File: src/rtl/ycc_level_pkg.sv
package ycc_level_pkg;
  localparam int unsigned DATA_W_DEF = 10;
  localparam int unsigned GAIN_W_DEF = 8;
  localparam int unsigned LATENCY    = 3;

  typedef enum logic [1:0] {CH_Y = 2'd0, CH_CB = 2'd1, CH_CR = 2'd2} chan_e;

  // Limits scale with sample width; 8-bit studio values shifted up.
  function automatic int unsigned lim_lo_std(input int unsigned dw);
    return 16 << (dw - 8);
  endfunction
  function automatic int unsigned lim_hi_luma(input int unsigned dw);
    return 235 << (dw - 8);
  endfunction
  function automatic int unsigned lim_hi_chroma(input int unsigned dw);
    return 240 << (dw - 8);
  endfunction
  function automatic int unsigned lim_lo_ext(input int unsigned dw);
    return 1 << (dw - 8);
  endfunction
  function automatic int unsigned lim_hi_ext(input int unsigned dw);
    return ((1 << dw) - 1) - (1 << (dw - 8));
  endfunction
endpackage

File: src/rtl/valid_pipe.sv
module valid_pipe #(
  parameter int unsigned DEPTH = 3
) (
  input  logic             clk_i,
  input  logic             rst_ni,
  input  logic             valid_i,
  output logic [DEPTH-1:0] stage_o
);
  logic [DEPTH-1:0] sr_q;

  always_ff @(posedge clk_i or negedge rst_ni) begin
    if (!rst_ni) sr_q <= '0;
    else         sr_q <= {sr_q[DEPTH-2:0], valid_i};
  end

  assign stage_o = sr_q;
endmodule

File: src/rtl/chan_scale.sv
// Stages 1-2: centre on mid-code, multiply by gain/2^(GAIN_W-1), round half up.
module chan_scale #(
  parameter int unsigned DATA_W = 10,
  parameter int unsigned GAIN_W = 8,
  localparam int unsigned PW    = DATA_W + GAIN_W + 2
) (
  input  logic                 clk_i,
  input  logic                 rst_ni,
  input  logic                 en1_i,
  input  logic                 en2_i,
  input  logic [DATA_W-1:0]    data_i,
  input  logic [GAIN_W-1:0]    gain_i,
  output logic signed [PW-1:0] scaled_o
);
  localparam int unsigned MID = 1 << (DATA_W - 1);
  localparam int unsigned RND = 1 << (GAIN_W - 2);
  localparam int unsigned SH  = GAIN_W - 1;

  logic signed [DATA_W:0] cen_d, cen_q;
  logic [GAIN_W-1:0]      gain_q;
  logic signed [PW-1:0]   prod, rnd, scaled_d, scaled_q;

  assign cen_d = $signed({1'b0, data_i}) - $signed((DATA_W+1)'(MID));

  always_ff @(posedge clk_i or negedge rst_ni) begin
    if (!rst_ni) begin
      cen_q  <= '0;
      gain_q <= '0;
    end else if (en1_i) begin
      cen_q  <= cen_d;
      gain_q <= gain_i;
    end
  end

  assign prod     = PW'(cen_q) * $signed({{(PW-GAIN_W){1'b0}}, gain_q});
  assign rnd      = prod + $signed(PW'(RND));
  assign scaled_d = rnd >>> SH;

  always_ff @(posedge clk_i or negedge rst_ni) begin
    if (!rst_ni)    scaled_q <= '0;
    else if (en2_i) scaled_q <= scaled_d;
  end

  assign scaled_o = scaled_q;
endmodule

File: src/rtl/chan_finish.sv
// Stage 3: restore mid-code, add offset, clamp to the selected window.
module chan_finish #(
  parameter int unsigned DATA_W = 10,
  parameter int unsigned PW     = 20,
  parameter int unsigned LO_STD = 64,
  parameter int unsigned HI_STD = 940,
  parameter int unsigned LO_EXT = 4,
  parameter int unsigned HI_EXT = 1019
) (
  input  logic                 clk_i,
  input  logic                 rst_ni,
  input  logic                 en_i,
  input  logic signed [PW-1:0] scaled_i,
  input  logic signed [PW-1:0] offset_i,
  input  logic                 ext_i,
  output logic [DATA_W-1:0]    data_o
);
  localparam int unsigned SW  = PW + 1;
  localparam int unsigned MID = 1 << (DATA_W - 1);

  logic signed [SW-1:0] sum, lo, hi;
  logic [DATA_W-1:0]    clamp_d, data_q;

  assign sum = SW'(scaled_i) + SW'(offset_i) + $signed(SW'(MID));
  assign lo  = ext_i ? $signed(SW'(LO_EXT)) : $signed(SW'(LO_STD));
  assign hi  = ext_i ? $signed(SW'(HI_EXT)) : $signed(SW'(HI_STD));

  always_comb begin
    if (sum < lo)      clamp_d = lo[DATA_W-1:0];
    else if (sum > hi) clamp_d = hi[DATA_W-1:0];
    else               clamp_d = sum[DATA_W-1:0];
  end

  always_ff @(posedge clk_i or negedge rst_ni) begin
    if (!rst_ni)   data_q <= '0;
    else if (en_i) data_q <= clamp_d;
  end

  assign data_o = data_q;
endmodule

File: src/rtl/ycc_level_adjust.sv
module ycc_level_adjust
  import ycc_level_pkg::*;
#(
  parameter int unsigned DATA_W = DATA_W_DEF,
  parameter int unsigned GAIN_W = GAIN_W_DEF
) (
  input  logic              clk_i,
  input  logic              rst_ni,
  input  logic              valid_i,
  input  logic [DATA_W-1:0] y_i,
  input  logic [DATA_W-1:0] cb_i,
  input  logic [DATA_W-1:0] cr_i,
  input  logic [GAIN_W-1:0] contrast_i,
  input  logic [GAIN_W-1:0] brightness_i,
  input  logic [GAIN_W-1:0] saturation_i,
  input  logic              range_ext_i,
  output logic              valid_o,
  output logic [DATA_W-1:0] y_o,
  output logic [DATA_W-1:0] cb_o,
  output logic [DATA_W-1:0] cr_o
);
  localparam int unsigned NCH  = 3;
  localparam int unsigned PW   = DATA_W + GAIN_W + 2;
  localparam int unsigned BMID = 1 << (GAIN_W - 1);
  localparam int unsigned BSH  = DATA_W - GAIN_W;

  logic [LATENCY-1:0] vld;
  logic [DATA_W-1:0]  din  [NCH];
  logic [DATA_W-1:0]  dout [NCH];

  // Side pipeline for controls used at stage 3.
  logic [GAIN_W-1:0]    bri_q1, bri_q2;
  logic                 ext_q1, ext_q2;
  logic signed [PW-1:0] bri_off;

  valid_pipe #(.DEPTH(LATENCY)) u_vpipe (
    .clk_i  (clk_i),
    .rst_ni (rst_ni),
    .valid_i(valid_i),
    .stage_o(vld)
  );

  always_ff @(posedge clk_i or negedge rst_ni) begin
    if (!rst_ni) begin
      bri_q1 <= '0;
      bri_q2 <= '0;
      ext_q1 <= 1'b0;
      ext_q2 <= 1'b0;
    end else begin
      if (valid_i) begin
        bri_q1 <= brightness_i;
        ext_q1 <= range_ext_i;
      end
      if (vld[0]) begin
        bri_q2 <= bri_q1;
        ext_q2 <= ext_q1;
      end
    end
  end

  assign bri_off = ($signed({{(PW-GAIN_W){1'b0}}, bri_q2}) - $signed(PW'(BMID))) <<< BSH;

  assign din[CH_Y]  = y_i;
  assign din[CH_CB] = cb_i;
  assign din[CH_CR] = cr_i;

  for (genvar ch = 0; ch < NCH; ch++) begin : g_ch
    localparam bit IS_LUMA = (ch == int'(CH_Y));
    localparam int unsigned HI_STD = IS_LUMA ? lim_hi_luma(DATA_W) : lim_hi_chroma(DATA_W);

    logic [GAIN_W-1:0]    gain;
    logic signed [PW-1:0] scaled, offset;

    assign gain   = IS_LUMA ? contrast_i : saturation_i;
    assign offset = IS_LUMA ? bri_off : '0;

    chan_scale #(.DATA_W(DATA_W), .GAIN_W(GAIN_W)) u_scale (
      .clk_i   (clk_i),
      .rst_ni  (rst_ni),
      .en1_i   (valid_i),
      .en2_i   (vld[0]),
      .data_i  (din[ch]),
      .gain_i  (gain),
      .scaled_o(scaled)
    );

    chan_finish #(
      .DATA_W(DATA_W),
      .PW    (PW),
      .LO_STD(lim_lo_std(DATA_W)),
      .HI_STD(HI_STD),
      .LO_EXT(lim_lo_ext(DATA_W)),
      .HI_EXT(lim_hi_ext(DATA_W))
    ) u_finish (
      .clk_i   (clk_i),
      .rst_ni  (rst_ni),
      .en_i    (vld[1]),
      .scaled_i(scaled),
      .offset_i(offset),
      .ext_i   (ext_q2),
      .data_o  (dout[ch])
    );
  end

  assign valid_o = vld[LATENCY-1];
  assign y_o     = dout[CH_Y];
  assign cb_o    = dout[CH_CB];
  assign cr_o    = dout[CH_CR];
endmodule

File: config.mk
export PLATFORM = sky130hd
export DESIGN_NAME = ycc_level_adjust
export DESIGN_NICKNAME = d
export VERILOG_FILES = /design/src/rtl/ycc_level_pkg.sv /design/src/rtl/valid_pipe.sv /design/src/rtl/chan_scale.sv /design/src/rtl/chan_finish.sv /design/src/rtl/ycc_level_adjust.sv
export SDC_FILE = /design/constraint.sdc
export NUM_CORES = 1
export LEC_CHECK = 0
export BUFFER_PORTS_ARGS = -buffer_cell sky130_fd_sc_hd__buf_2
export CAP_MARGIN = 20
export CELL_PAD_IN_SITES_DETAIL_PLACEMENT = 1
export CELL_PAD_IN_SITES_GLOBAL_PLACEMENT = 1
export CORE_MARGIN = 8
export CORE_UTILIZATION = 40
export DETAILED_ROUTE_END_ITERATION = 12
export HOLD_SLACK_MARGIN = 0.08
export PLACE_DENSITY = 0.64
export SKIP_LAST_GASP = 1
export SLEW_MARGIN = 40
export SYNTH_ARGS = -nofsm -noshare
export SYNTH_HDL_FRONTEND = slang
export SYNTH_SLANG_ARGS = --single-unit
export TNS_END_PERCENT = 10
File: constraint.sdc
create_clock -name clk_i -period 7 [get_ports clk_i]
set_input_delay 0.7 -clock clk_i [delete_from_list [all_inputs] [get_ports clk_i]]
set_output_delay 0.7 -clock clk_i [all_outputs]
set_load 0.02 [all_outputs]
# After elaboration in Yosys (flattened, before gate mapping)
# Index checks and enable logic that the tools add are counted.
[word_totals] regBits=139 latchBits=0 ramBits=0 rom_bits=0 in_bits=58 output_inout_bits=31 mem_count=0
[op_classes] n_addsub=11 multipliers=3 n_div=0 n_lt_le_gt_ge=6 eq_ne=0 shift=0 mux=9 bitwise_logic=0 n_reduce_logical=0
[ops] operator="adder 20 x 8 -> 20 bit (second input constant)" count=3
[ops] operator="multiplier 11 x 9 -> 20 bit" count=3
[ops] operator="two-way mux 10 bit" count=6
[ops] operator="> comparator 21 bit" count=2
[ops] operator="< comparator 21 bit" count=2
[ops] operator="subtractor 10 x 10 -> 11 bit (second input constant)" count=3
[ops] operator="adder 13 x 11 -> 14 bit (second input constant)" count=2
[ops] operator="adder 21 x 11 -> 21 bit (second input constant)" count=1
[ops] operator="> comparator 21 x 11 -> 1 bit" count=1
[ops] operator="< comparator 21 x 8 -> 1 bit" count=1
[ops] operator="adder 13 x 11 -> 14 bit" count=1
[ops] operator="two-way mux 7 bit" count=2
[ops] operator="subtractor 8 x 8 -> 9 bit (second input constant)" count=1
[ops] operator="two-way mux 6 bit" count=1

# Longest topological paths before layout
[logic_depth] word_depth=6 depth_mapped=21

# Cells and area by module
# Synthesis repeated with hierarchy kept, for this count alone.
[unflattened] hier_cells=2093 area_unflattened_um2=20017.9
[by_module_without_submodules] mod="chan_scale at g_ch[0].u_scale" n_inst=1 cells_per_inst=462 area_per_inst_um2=4495.6 seq_area_each_um2=775.7
[by_module_without_submodules] mod="chan_scale at g_ch[1].u_scale" n_inst=1 cells_per_inst=458 area_per_inst_um2=4480.5 seq_area_each_um2=775.7
[by_module_without_submodules] mod="chan_scale at g_ch[2].u_scale" n_inst=1 cells_per_inst=449 area_per_inst_um2=4469.3 seq_area_each_um2=775.7
[by_module_without_submodules] mod="chan_finish at g_ch[1].u_finish ..." n_inst=2 cells_per_inst=227 area_per_inst_um2=1884.3 seq_area_each_um2=250.2
[by_module_without_submodules] mod="chan_finish at g_ch[0].u_finish" n_inst=1 cells_per_inst=227 area_per_inst_um2=1978.1 seq_area_each_um2=250.2
[by_module_without_submodules] mod="ycc_level_adjust" n_inst=1 cells_per_inst=40 area_per_inst_um2=750.7 seq_area_each_um2=450.4
[by_module_without_submodules] mod="valid_pipe" n_inst=1 cells_per_inst=3 area_per_inst_um2=75.1 seq_area_each_um2=75.1

# Worst setup path before layout
# No wires, ideal clock.
[synth_path] path_kind="register to register" from="register g_ch[1].u_scale.gain_q[1] (netlist name)" to="register g_ch[2].u_scale.scaled_o[12] (netlist name)" setup_time_ns=0.125 arrival_ns=5.511 required_time_ns=6.875 path_slack_ns=1.365 path_stages_with_launch=22 synth_period_minus_slack_ns=5.635 cell_sequence="dfrtp_1 > clkbuf_1 > buf_1 > nand2_1 > fa_1 > inv_1 > fa_1 > inv_1 > fa_1 > fa_1 > inv_1 > ha_1 > ha_1 > a21o_1 > a21o_1 > a31o_2 > a31o_2 > a211o_1 > a31oi_1 > o21bai_1 > xnor2_1 > mux2_2"

==> insert_results.sql <==
INSERT INTO impl_metrics (metric_group, metric, value, unit) VALUES
('setup_path', 'cp_slowest_cell', 'sky130_fd_sc_hd__dfrtp_1', ''),
('clock_network', 'max-clock-path-buffers', '2', ''),
('sta', 'setup_violations', '0', ''),
('floorplan', 'core_area', '38700', 'um^2'),
('sta', 'unrepaired_setup_endpoints_after_global_routing', 'no', ''),
('clock_network', 'tritoncts_clock_tree', 'yes', ''),
('yosys', 'postSynthNetCount', '1992', ''),
('sta', 'min_period', '5.98', 'ns'),
('floorplan', 'die_width', '214', 'um'),
('detailed_routing', 'post_drt_wl_per_cell', '17.3', 'um'),
('setup_path', 'cp_cell_sequence', 'nand2_1 > fa_1 > inv_1 > fa_1 > inv_1 > fa_1 > fa_1 > inv_1 > ha_1 > ha_1 > a21o_1 > a21o_1 > a31o_2 > a31o_2 > a211o_1 > a31oi_1 > o21bai_1 > xnor2_1 > mux2_2', ''),
('yosys', 'distinct_cell_type_count_of_the_synthesized_netlist', '68', ''),
('floorplan', 'initial_core_util', '40.6', '%'),
('detailed_routing', 'drt_first_iter_violations', '422', ''),
('yosys', 'syn-mean-instance-area', '10.1', 'um^2'),
('finish', 'num-nets-final', '2052', ''),
('setup_path', 'crit_path_frequent_cell', 'sky130_fd_sc_hd__fa_1', ''),
('sta', 'final-hold-violation-count', '0', ''),
('floorplan', 'floorplan.io_pins', '89', ''),
('finish', 'most_used_cells_in_the_layout_excluding_fill_and_tap_cells', '290 x sky130_fd_sc_hd__inv_1, 205 x sky130_fd_sc_hd__fa_1, 178 x sky130_fd_sc_hd__ha_1, 156 x sky130_fd_sc_hd__nand2_1, 133 x sky130_fd_sc_hd__dfrtp_1', ''),
('sta', 'final.setup_skew', '0.0103', 'ns'),
('yosys', 'synth_enable_flop_cells', '0', ''),
('flow_run', 'drv_cap', '0', ''),
('grt', 'grt_overflow_total', '0', ''),
('detailed_routing', 'drt-total-wl', '37000', 'um'),
('setup_path', 'data_required_time_at_the_worst_endpoint', '7.33', 'ns'),
('detailed_routing', 'avgViaCountPerCell', '5.01', ''),
('detailed_routing', 'routed_antenna_nets', '0', ''),
('clock_network', 'ctsHoldBuffers', '0', ''),
('setup_path', 'worst-endpoint-arrival', '6.31', 'ns'),
('floorplan', 'design.die.area', '45900', 'um^2'),
('setup_path', 'max_stage_delay', '0.82', 'ns'),
('clock_network', 'cts.repair.resized', '0', ''),
('setup_path', 'crit_type', 'reg2reg', ''),
('sta', 'finalSetupTns', '0', 'ns'),
('clock_network', 'clkTransAtPathRegs', '0.07', 'ns'),
('sta', 'max_slew.worst_pin.slew', '0.806', 'ns'),
('grt', 'number_of_global_route_vias_before_repair', '12200', ''),
('floorplan', 'fp.dieH', '214', 'um'),
('finish', 'layout_commonest_cell', 'sky130_fd_sc_hd__inv_1', ''),
('grt', 'first_pass_grt_wire_length', '63600', 'um'),
('setup_path', 'start_kind', 'flop', ''),
('yosys', 'synthArstFlopShare', '100', '%'),
('clock_network', 'cts_root_buffer', 'sky130_fd_sc_hd__clkbuf_16', ''),
('yosys', 'postSynthRegisterBits', '136', ''),
('clock_network', 'htree_levels', '4', ''),
('finish', 'antenna_cells_inserted', '0', ''),
('clock_network', 'post_cts_buffers', '0', ''),
('sta', 'maxSlewHeadroom', '46.2', '%'),
('setup_path', 'critical_path.n_buffers_inverters', '3', ''),
('detailed_routing', 'drc_violations_left', '0', ''),
('setup_path', 'critical_path.max_fanout', '21', ''),
('yosys', 'postSynthCellCount', '1551', ''),
('placement', 'dp_hpwl', '29900', 'um'),
('clock_network', 'tritoncts.num_buffers', '17', ''),
('clock_network', 'cts.sink_count', '136', ''),
('sta', 'layout_worst_path_cycle_share', '85.4', '%'),
('sta', 'max_freq', '167', 'MHz'),
('clock_network', 'clock_insertion_delay_worst_skew', '0.45', 'ns'),
('grt', 'grt_start_max_net_pins', '75', ''),
('floorplan', 'std_cell_rows', '72', ''),
('yosys', 'synth_warnings', '0', ''),
('setup_path', 'crit_path_end_kind', 'flop', ''),
('finish', 'area_delta_synth_final', '9.87', '%'),
('grt', 'antenna_found_initial', '1', ''),
('detailed_routing', 'detail_route.first_pass.iterations', '4', ''),
('placement', 'place.gp.congestion', '0.775', ''),
('sta', 'timing.final.max_slew_violations', '0', ''),
('setup_path', 'timing.critical_path.max_delay_family', 'adder cells', ''),
('yosys', 'synth.yosys.seq_area_share', '21.6', '%'),
('grt', 'grtUsageTotal', '16.7', '%'),
('yosys', 'ys.flop_type', 'sky130_fd_sc_hd__dfrtp_1', ''),
('placement', 'io_buffers', '88', ''),
('worst_hold_path', 'worst_min_delay_path_class', 'in2async', ''),
('outcome', 'status', 'finished, final reports clean', ''),
('yosys', 'netlist_area', '15700', 'um^2'),
('finish', 'layout-drive-gt1-share', '14.5', '%'),
('detailed_routing', 'overall_via_count_from_detail_route', '10700', '');
registers in the layout (all words and copies together), names as in the netlist:
register and cells:
g_ch.u_scale.cen_q 30, bri_q1 8, bri_q2 8, g_ch.u_scale.scaled_o 39
u_vpipe.stage_o 3, ext_q2 1, g_ch.u_scale.gain_q 16, ext_q1 1
g_ch.u_finish.data_o 30
final cells by class:
class	instances	area, um^2
clock buffers	17	425
multi-input cells	1072	11000
clock inverters	15	175
inverters	290	1090
well taps	518	648
repair buffers	94	499
fillers	4414	21500
flip-flops and latches	136	3410
per-stage QoR:
| step | setup slack (ns) | std cells | util [%] | hold WS, ns | instance area, um^2 |
|---|---|---|---|---|---|
| 2_1_floorplan | 1.36 | 1551 | - | 0.404 | 15700 |
| 3_3_place_gp | 1.10 | 2110 | 43.0 | 0.457 | 16700 |
| 3_5_place_dp | 0.974 | 2110 | 43.0 | 0.471 | 16700 |
| 4_1_cts | 0.950 | 2142 | 44.6 | 0.301 | 17300 |
| 5_1_grt | 0.701 | 2142 | 44.6 | 0.321 | 17300 |
| 6_report | 1.02 | 2142 | 44.6 | 0.276 | 17300 |
cell usage after synthesis, types with 18 or more instances:
library cell | count | area (um^2)
sky130_fd_sc_hd__and2_1 | 108 | 676
sky130_fd_sc_hd__o21ai_0 | 22 | 110
sky130_fd_sc_hd__mux2_2 | 89 | 1000
sky130_fd_sc_hd__clkbuf_1 | 47 | 176
sky130_fd_sc_hd__inv_1 | 290 | 1090
sky130_fd_sc_hd__ha_1 | 178 | 2230
sky130_fd_sc_hd__nand2_1 | 156 | 586
sky130_fd_sc_hd__fa_1 | 205 | 4100
sky130_fd_sc_hd__a21oi_1 | 35 | 175
sky130_fd_sc_hd__dfrtp_1 | 136 | 3400
sky130_fd_sc_hd__mux2i_1 | 20 | 200
sky130_fd_sc_hd__o2bb2ai_1 | 18 | 158
sky130_fd_sc_hd__xnor2_1 | 38 | 333
sky130_fd_sc_hd__nor2_1 | 30 | 113
cell families after synthesis:
logic type / count (synthesis) / share of synthesized area, %
AOI/OAI and AO/OA: 162 / 7.58
xor gates and xnor gates: 56 / 3.17
adders and majority gates: 383 / 40.3
buffers and inverters: 343 / 8.22
DFF: 136 / 21.6
muxes: 109 / 7.65
and+or+nand+nor: 362 / 11.5
final timing paths:
path / startpoint / end / slack, ns / cells after the start
max: g_ch[1].u_scale.gain_q[2] / g_ch[2].u_scale.scaled_o[12] / 1.02 / 19
min: rst_ni / g_ch[2].u_finish.data_o[0] / 0.28 / 1
max reg2reg: g_ch[1].u_scale.gain_q[2] / g_ch[2].u_scale.scaled_o[12] / 1.02 / 19
min reg2reg: g_ch[0].u_finish.data_o[7] / g_ch[0].u_finish.data_o[7] / 0.48 / 1
max in group asynchronous: rst_ni / u_vpipe.stage_o[0] / 5.65 / 2
min in group clk_i: y_i[9] / g_ch[0].u_scale.cen_q[9] / 0.42 / 2
layer usage:
metal  track usage [%]  wire [um]  vias up
met5                 0         13        -
met4              3.22        310        2
met3              2.96       1150       28
met2              26.9      16900      117
met1              23.5      18600     5497
li1                  -          -     5080
Power is not shown: default switching activity piles up to over one toggle a cycle in this logic, so the estimate is an artifact.
